### config.mk
export PLATFORM = sky130hd
export DESIGN_NAME = eop_err_marker
export DESIGN_NICKNAME = d
export VERILOG_FILES = /design/src/rtl/eop_mark_pkg.sv /design/src/rtl/eop_mark_ctrl.sv /design/src/rtl/eop_mark_dp.sv /design/src/rtl/eop_err_marker.sv
export SDC_FILE = /design/constraint.sdc
export NUM_CORES = 1
export LEC_CHECK = 0
export BUFFER_PORTS_ARGS = -buffer_cell sky130_fd_sc_hd__buf_2
export CORE_MARGIN = 2
export CORE_UTILIZATION = 56
export DETAILED_ROUTE_END_ITERATION = 10
export PLACE_DENSITY = 0.79
export SLEW_MARGIN = 25
export SYNTH_ARGS = -nofsm -noshare
export SYNTH_HDL_FRONTEND = slang
export SYNTH_HIERARCHICAL = 1
export SYNTH_SLANG_ARGS = --single-unit
### constraint.sdc
create_clock -name clk -period 1.75 [get_ports clk]
set_clock_uncertainty 0.15 [all_clocks]
set_input_delay 0.35 -clock clk [delete_from_list [all_inputs] [get_ports clk]]
set_output_delay 0.35 -clock clk [all_outputs]
set_load 0.01 [all_outputs]
### src/rtl/eop_mark_pkg.sv
package eop_mark_pkg;

  localparam int CODE_W   = 8;
  localparam int NUM_TRIG = 3;

  localparam logic [CODE_W-1:0] ERR_CODE   = 8'hFE;
  localparam logic [CODE_W-1:0] CODE_ALIGN = 8'h7C;  // K28.3
  localparam logic [CODE_W-1:0] CODE_IDLE  = 8'hBC;  // K28.5
  localparam logic [CODE_W-1:0] CODE_TERM  = 8'hFD;  // K29.7

  typedef struct packed {
    logic              valid;
    logic              ctrl;
    logic              dispErr;
    logic [CODE_W-1:0] data;
  } slot_t;

  typedef struct packed {
    logic load;   // capture a new code into the first stage
    logic mark;   // poison buffered data codes on this shift
  } strobe_t;

endpackage

### src/rtl/eop_mark_ctrl.sv
module eop_mark_ctrl
  import eop_mark_pkg::*;
(
  input  logic              clk,
  input  logic              rstN,
  input  logic              inValid,
  input  logic              inCtrl,
  input  logic              inDispErr,
  input  logic [CODE_W-1:0] inData,
  output strobe_t           strb
);

  localparam logic [CODE_W-1:0] TRIG_CODES [NUM_TRIG] = '{CODE_ALIGN, CODE_IDLE, CODE_TERM};

  logic [NUM_TRIG-1:0] codeHit;

  for (genvar t = 0; t < NUM_TRIG; t++) begin : g_match
    assign codeHit[t] = (inData == TRIG_CODES[t]);
  end

  logic isDetector;
  assign isDetector = inValid && inCtrl && (|codeHit);

  always_comb begin
    strb      = '0;
    strb.load = inValid;
    strb.mark = isDetector && inDispErr;
  end


  no_err_no_mark_chk: assert property (@(posedge clk) disable iff (!rstN)
    !inDispErr |-> !strb.mark);


  data_no_mark_chk: assert property (@(posedge clk) disable iff (!rstN)
    !inCtrl |-> !strb.mark);


  term_err_mark_chk: assert property (@(posedge clk) disable iff (!rstN)
    (inValid && inCtrl && inDispErr && inData == CODE_TERM) |-> strb.mark);

endmodule

### src/rtl/eop_mark_dp.sv
module eop_mark_dp
  import eop_mark_pkg::*;
#(
  parameter int DEPTH = 8
)(
  input  logic    clk,
  input  logic    rstN,
  input  strobe_t strb,
  input  slot_t   inSlot,
  output slot_t   outSlot
);

  localparam int LAST = DEPTH - 1;

  slot_t line [DEPTH];

  function automatic slot_t poison(slot_t s);
    slot_t r;
    r = s;
    if (s.valid && !s.ctrl) begin
      r.data = ERR_CODE;
      r.ctrl = 1'b1;
    end
    return r;
  endfunction

  always_ff @(posedge clk or negedge rstN) begin
    if (!rstN) begin
      for (int i = 0; i < DEPTH; i++) line[i] <= '0;
    end else begin
      line[0].valid <= strb.load;
      if (strb.load) begin
        line[0].ctrl    <= inSlot.ctrl;
        line[0].dispErr <= inSlot.dispErr;
        line[0].data    <= inSlot.data;
      end
      for (int i = 1; i < DEPTH; i++)
        line[i] <= strb.mark ? poison(line[i-1]) : line[i-1];
    end
  end

  assign outSlot = line[LAST];


  entry_keep_chk: assert property (@(posedge clk) disable iff (!rstN)
    $past(strb.load) |-> (line[0].valid && line[0].ctrl == $past(inSlot.ctrl)
      && line[0].dispErr == $past(inSlot.dispErr) && line[0].data == $past(inSlot.data)));


  reset_empty_chk: assert property (@(posedge clk)
    !rstN |=> !outSlot.valid);

  for (genvar i = 1; i < DEPTH; i++) begin : g_chk

    mark_data_chk: assert property (@(posedge clk) disable iff (!rstN)
      ($past(strb.mark) && $past(line[i-1].valid) && !$past(line[i-1].ctrl))
        |-> (line[i].data == ERR_CODE && line[i].ctrl && line[i].valid));


    ctrl_keep_chk: assert property (@(posedge clk) disable iff (!rstN)
      $past(line[i-1].ctrl) |-> (line[i] == $past(line[i-1])));


    empty_keep_chk: assert property (@(posedge clk) disable iff (!rstN)
      !$past(line[i-1].valid) |-> !line[i].valid);


    pass_chk: assert property (@(posedge clk) disable iff (!rstN)
      !$past(strb.mark) |-> (line[i] == $past(line[i-1])));
  end

endmodule

### src/rtl/eop_err_marker.sv
module eop_err_marker
  import eop_mark_pkg::*;
#(
  parameter int DEPTH = 8
)(
  input  logic              clk,
  input  logic              rstN,
  input  logic              inValid,
  input  logic [CODE_W-1:0] inData,
  input  logic              inCtrl,
  input  logic              inDispErr,
  output logic              outValid,
  output logic [CODE_W-1:0] outData,
  output logic              outCtrl,
  output logic              outDispErr
);

  strobe_t strb;
  slot_t   inSlot;
  slot_t   outSlot;

  assign inSlot.valid   = inValid;
  assign inSlot.ctrl    = inCtrl;
  assign inSlot.dispErr = inDispErr;
  assign inSlot.data    = inData;

  eop_mark_ctrl u_ctrl (
    .clk       (clk),
    .rstN      (rstN),
    .inValid   (inValid),
    .inCtrl    (inCtrl),
    .inDispErr (inDispErr),
    .inData    (inData),
    .strb      (strb)
  );

  eop_mark_dp #(.DEPTH(DEPTH)) u_dp (
    .clk     (clk),
    .rstN    (rstN),
    .strb    (strb),
    .inSlot  (inSlot),
    .outSlot (outSlot)
  );

  assign outValid   = outSlot.valid;
  assign outData    = outSlot.data;
  assign outCtrl    = outSlot.ctrl;
  assign outDispErr = outSlot.dispErr;

endmodule

After elaboration in Yosys (flattened, before gate mapping) --
Cells that the tools add are included.
Storage, ports and cells: word-level logic and storage cells 74, input bits 13, output and inout bits 11, flip-flop bits (word level) 88
Cells by class: mux-type cells 21, reduce and logical (&&, ||, !) cells 18, equality and inequality tests 3
Operators by type and width (count):
- two-way mux 10 bit | 7
- two-way mux 8 bit | 7
- == test 8 bit (second input constant) | 2
- logical AND 1 bit | 10
- == test 8 x 7 -> 1 bit (second input constant) | 1
- logical NOT 1 bit | 7
- two-way mux 1 bit | 7
- OR reduction 3 bit | 1

Longest topological paths before layout --
Gate-level depths: netlist of run 1.
depth after elaboration 5, mapped depth 6, depth with buffers taken out 5

Cells and area by module --
Netlist of run 1, hierarchy kept.
Modules (own cells, without submodules):
- eop_mark_dp | area each 2914.0 µm², instances 1, sequential area each 2202.1 µm², cells each 181
- eop_mark_ctrl | area each 53.8 µm², instances 1, sequential area each 0.0 µm², cells each 7

Least setup slack after synthesis of run 1 --
Ideal clock, no wire load.
path type input to register, start point input port inData[1], end point register u_dp/line[11] in the netlist's numbering, setup time 117 ps, data required time 1483 ps, buffers on the path 1, arrival time 1405 ps, path slack 79 ps, stages on the path 5, cell sequence nand4b_1 > nor3_1 > buf_6 > nand3b_4 > and2_4
RTL lines:
- start: declaration | line eop_err_marker.sv:9 | input logic [CODE_W-1:0] inData,
- end signal: indexed assignment | line eop_mark_dp.sv:38 | line[i] <= strb.mark ? poison(line[i-1]) : line[i-1];
- end: declaration | line eop_mark_dp.sv:15 | slot_t line [DEPTH];

==> results of run 1 <==
## layer usage
layer | part of all wire | vias to the layer above | global-route usage
met5 | 0 | - | 0
met4 | 0.0062 | 0 | 0.0818
met3 | 0.039 | 6 | 0.0459
met2 | 0.57 | 29 | 0.271
met1 | 0.38 | 665 | 0.148
li1 | - | 648 | -
## final cells by class
type	count	area, sq um
multi-input cells	86	664
clock inverters	7	95.1
well taps	70	87.6
flip-flops and latches	88	2200
fillers	370	1730
repair buffers	32	200
clock buffers	9	124
## synth_stat cells
cell type and count:
dfrtp_1 88, nand2b_1 49, buf_4 12, mux2_2 10, a21o_1 7, and2_1 4, nand3b_1 4, and2_4 3
nand3b_4 3, a21oi_1 1, buf_2 1, buf_6 1, nand4_1 1, nand4b_1 1, nor3_1 1, nor3b_2 1
xnor2_1 1
## critical path, stage by stage
cell,delay [ps]
buf_2,110
xnor2_1,170
a21oi_1,120
nor3_2,100
buf_4,170
buf_4,200
nand3b_4,130
and2_4,180
## repair_timing
| action | 4_1_cts | 5_1_grt |
|---|---|---|
| endpoints found under the hold margin | 26 | 0 |
| endpoints found under the setup margin | 0 | 0 |
| resized for setup | 0 | 0 |
| hold buffers | 1 | 0 |
## layout by cell type, fill, tap and decap left out
cell / n
buf_2: 22
a21o_1: 7
clkinvlp_4: 1
inv_6: 1
xnor2_1: 1
mux2_2: 10
a21oi_1: 1
and2_1: 4
nand4_1: 1
clkinv_4: 1
dfrtp_1: 88
and2_4: 3
buf_12: 1
nand3b_1: 4
buf_4: 8
nand3b_4: 3
nand2b_1: 49
clkinv_2: 2
nor3b_2: 1
clkbuf_8: 9
dlygate4sd3_1: 1
nand4b_1: 1
nor3_2: 1
bufinv_16: 2
## per-stage QoR
stage / power [mW] / std cells
2_1_floorplan: 2.49 / 188
3_3_place_gp: 2.56 / 275
3_5_place_dp: 2.58 / 275
4_1_cts: 4.09 / 292
5_1_grt: 4.22 / 292
6_report: 4.03 / 292
## power by group
group	internal, mW	switching [mW]	total [mW]
clock network	0.806	0.688	1.49
registers	2.22	0.0577	2.28
logic	0.145	0.114	0.259
## registers in the layout (all words and copies together) (netlist names)
signal,cells
u_dp/outSlot,11
u_dp/line,77
## cells by family after synthesis
group	synth area share
multiplexers	0.0379
buffers and inverters	0.0358
XOR/XNOR	0.00295
AND/OR/NAND/NOR	0.162
flip-flops	0.742
AO/OA/AOI/OAI	0.0194
## worst max-delay path by stage
stage	to	startpoint	cells after the start	slack, ps
2_1_floorplan	u_dp/line[11]	inData[1]	5	80
3_3_place_gp	u_dp/line[66]	inData[6]	7	-5
3_5_place_dp	u_dp/outSlot[0]	inData[6]	8	-70
4_1_cts	u_dp/line[22]	inData[6]	8	310
5_1_grt	u_dp/line[11]	inData[6]	8	250
6_report	u_dp/line[22]	inData[6]	8	300
==> reports/metrics.cfg, run 1 <==
[outcome]
status=finished, final reports clean

[sta]
finalMaxSlewViolations=0
rsz0062_at_grt=false
setup_tns_ps=0
period_needed_ps=1450
setup_ws_ps=297
setup_viol=0
fmax_mhz=688
relSlewSlack=0.759
holdWs_ps=101
finalHoldViolations=0
tightestPinTransition_ps=361
period_share=0.830

[setup_path]
r2r-start=u_dp/line[86]
startpoint_type=primary input
cp.required_ps=1840
worstSetupPathType=primary input to flip-flop
cp.arrival_ps=1540
reg2regPathDepth=2
path_max_fanout=8
crit_path_end_kind=flip-flop
timing.rr.end=u_dp/line[66]
r2r_setup_slack_ps=530

[synthesis]
synthesis.nets=201
synth.largest_area_cell=dfrtp_1
seq_area_frac_synth=0.742
synth_area_sq_um=2970
synth_top_area_share=0.742
synth_top_cells_by_area=dfrtp_1 74%, nand2b_1 10%, mux2_2 3.8%, buf_4 3.0%, nand3b_4 2.0%
synth-seq-cells=88
synthCells=188
synth.avg_cell_area_sq_um=15.8
synth_cell_types=17
yosys_warnings=6

[final_layout]
finalNetCount=230
syn_to_final_growth_pct=13.7
insertedDiodeCount=0
drive_gt1_frac=0.293
design_area_sq_um=3370
fin_util=0.660

[floorplanning]
io_pins=24
start_util=0.581
row_count=26
die_area_sq_um=5900
die_y_microns=76.8
core_area_sq_um=5110
dieWidth_microns=76.8

[routing]
drc=0
wirelength_microns=3700
wl_per_cell_microns=12.7
num_vias=1348
viasPerCell=4.62
drt-initial-drc-count=73
firstDrtPassIters=4
antenna_left=0

[clocking]
cts_buffers=9
ctsRootBufferMaster=clkbuf_8
cts_setup_buffers=0
clk_pin_slew_worst_paths_ps=80
cts.sinks=88
clockBufferDepth=2
cts_tree=done
clkLatencyLatePin_ps=340
htreeDepth=3

[hold_path]
holdCritStartpoint=inData[1]
min_to=u_dp/line[78]
hold_depth=2
min_path_type=primary input to flip-flop

[grt]
grt_max_degree=46
grt_pass1_vias=1457
antenna_found_initial=0
grt_pass1_wl_microns=6450
track_usage=0.148
overflow=0

[power]
p_leak_nw=1.65
pwr_density_cell_nw_per_um2=1200
ir_drop_v=0.000740

[placed_design]
dp_slack_ps=-66.6
place_area_sq_um=3140
gp_congestion=0.651
numPortBuffers=23
hpwl_microns=2310

[job]
drv_cap=0

No activity file was read; power rests on OpenSTA's default activity.
==> inputs of run 2 (changes only) <==
CORE_UTILIZATION = 52   (was 56)
PLACE_DENSITY = 0.78   (was 0.79)
clock period = 1.2 ns   (was 1.75 ns; I/O delays follow)
==> reports/metrics.cfg, run 2 (same netlist as run 1, synthesis figures left out) <==
[sta]
period_share=1.07
setup_viol=38  ; was 0
tightestPinTransition_ps=316  ; was 361 ps
finalHoldViolations=0  ; unchanged
rsz0062_at_grt=true  ; was false
setup_tns_ps=-1570  ; was 0 ps
setup_ws_ps=-86.0  ; was 297 ps
finalMaxSlewViolations=0  ; unchanged
relSlewSlack=0.789  ; was 0.759
fmax_mhz=778
period_needed_ps=1290

[final_layout]
largest_reg_flops=77  ; unchanged
regMostFlops=u_dp/line  ; unchanged
finalNetCount=254  ; was 230
final_cell_mix=88 x dfrtp_1, 47 x nand2b_1, 20 x buf_4, 18 x buf_2  ; was 88 x dfrtp_1, 49 x nand2b_1, 22 x buf_2, 10 x mux2_2, 9 x clkbuf_8
final_common_cell=dfrtp_1  ; unchanged
nFillCells=381  ; was 370
drive_gt1_frac=0.341  ; was 0.293
syn_to_final_growth_pct=24.6  ; was 13.7%
insertedDiodeCount=0  ; unchanged

[setup_path]
worstSetupPathType=primary input to flip-flop  ; unchanged
r2r-start=u_dp/line[86]  ; unchanged
cp.depth=8  ; unchanged
cp.required_ps=1300  ; was 1840 ps
path_cells=buf_8 -> xnor2_4 -> a21oi_2 -> nor3_2 -> clkbuf_16 -> buf_12 -> nand3b_4 -> and2_4  ; was buf_2 -> xnor2_1 -> a21oi_1 -> nor3_2 -> buf_4 -> buf_4 -> nand3b_4 -> and2_4
cp_top_family=simple AND/OR/NAND/NOR gates  ; was buffers and inverters
reg2regPathDepth=3  ; was 2
r2r_setup_slack_ps=50  ; was 530 ps
crit_path_end_kind=flip-flop  ; unchanged
startpoint_type=primary input  ; unchanged
timing.rr.end=u_dp/line[69]  ; was u_dp/line[66]
cp_slowest_cell=clkbuf_16  ; was buf_4
cp.arrival_ps=1380  ; was 1540 ps
crit_buf_inv=3  ; unchanged
path_max_fanout=8  ; unchanged
slowest_delay_ps=190  ; was 200 ps

[placed_design]
hpwl_microns=2540  ; was 2310 microns
dp_slack_ps=-558  ; was -66.6 ps
gp_congestion=0.661  ; was 0.651
numPortBuffers=23  ; unchanged

[clocking]
cts_tree=done  ; unchanged
htreeDepth=3  ; unchanged
ctsRootBufferMaster=clkbuf_8  ; unchanged
clkLatencyLatePin_ps=350  ; was 340 ps
clockBufferDepth=2  ; unchanged
cts_buffers=9  ; unchanged
clk_pin_slew_worst_paths_ps=80  ; about the same
cts.sinks=88  ; unchanged

[routing]
wirelength_microns=4180  ; was 3700 microns
num_vias=1504  ; was 1348
viasPerCell=4.73  ; was 4.62
drc=0  ; unchanged
firstDrtPassIters=4  ; unchanged
drt-initial-drc-count=52  ; was 73
antenna_left=0  ; unchanged
wl_per_cell_microns=13.1  ; was 12.7 microns

[grt]
grt_max_degree=24  ; was 46
overflow=0  ; unchanged
antenna_found_initial=0  ; unchanged
grt_pass1_vias=1582  ; was 1457
track_usage=0.157  ; was 0.148
grt_pass1_wl_microns=7120  ; was 6450 microns

[hold_path]
hold_depth=2  ; unchanged
min_path_type=primary input to flip-flop  ; unchanged
holdCritStartpoint=inValid  ; was inData[1]
min_to=u_dp/line[87]  ; was u_dp/line[78]

[job]
drv_cap=0  ; unchanged

[power]
ir_drop_v=0.000947  ; was 0.000740 V
pwr_density_cell_nw_per_um2=1610  ; was 1200 nW/um^2
p_leak_nw=1.80  ; was 1.65 nW

[outcome]
status=complete, but fails checks  ; was finished, final reports clean
violations=negative setup slack

[floorplanning]
io_pins=24  ; unchanged
row_count=27  ; was 26
die_y_microns=79.5  ; was 76.8 microns
dieWidth_microns=79.5  ; was 76.8 microns
die_area_sq_um=6330  ; was 5900 sq um
core_area_sq_um=5510  ; was 5110 sq um
start_util=0.539  ; was 0.581

run 2: metrics by stage:
step / instances / hold slack, ps / area [sq um] / total power [mW] / utilization
after floorplan: 188 / -206 / 2970 / 3.64 / -
after global placement: 278 / 2.67 / 3180 / 3.76 / 0.577
after detailed placement: 278 / 5.24 / 3180 / 3.79 / 0.577
after CTS: 315 / 0.441 / 3620 / 6.03 / 0.658
after global routing: 318 / 52.5 / 3700 / 6.28 / 0.672
final: 318 / 60.9 / 3700 / 5.96 / 0.672
run 2: cell type report:
type,count,area (sq um),area share
clock buffers,10,138,0.0372
repair buffers,56,478,0.129
well taps,72,90.1,0.0244
clock inverters,6,82.6,0.0223
flip-flops and latches,88,2200,0.595
multi-input cells,86,708,0.191
run 2: worst max-delay path by stage:
stage / startpoint / end
6_report: inData[6] / u_dp/outSlot[0]
5_1_grt: inData[6] / u_dp/line[69]
4_1_cts: inData[0] / u_dp/line[44]
3_5_place_dp: inData[6] / u_dp/line[44]
3_3_place_gp: inData[6] / u_dp/line[33]
2_1_floorplan: inData[1] / u_dp/line[11]
run 2: metal layers:
metal | vias to the layer above | share of wire | GRT usage
li1 | 697 | - | -
met1 | 764 | 0.36 | 0.161
met2 | 34 | 0.58 | 0.276
met3 | 9 | 0.045 | 0.0577
met4 | 0 | 0.023 | 0.0879
met5 | - | 0 | 0
run 2: where the power goes:
part | leakage [nW] | internal [mW] | switching [mW]
registers | 1.03 | 3.24 | 0.0848
logic | 0.662 | 0.272 | 0.183
clock network | 0.112 | 1.22 | 0.964
total | 1.80 | 4.73 | 1.23
run 2: repair_timing:
item | CTS | global route
buffers inserted | 12 | 2
pin swaps | 5 | 5
gates resized for setup | 7 | 9
hold buffers | 9 | 1
endpoints found under the hold margin | 96 | 1
setup endpoints to repair | 43 | 69
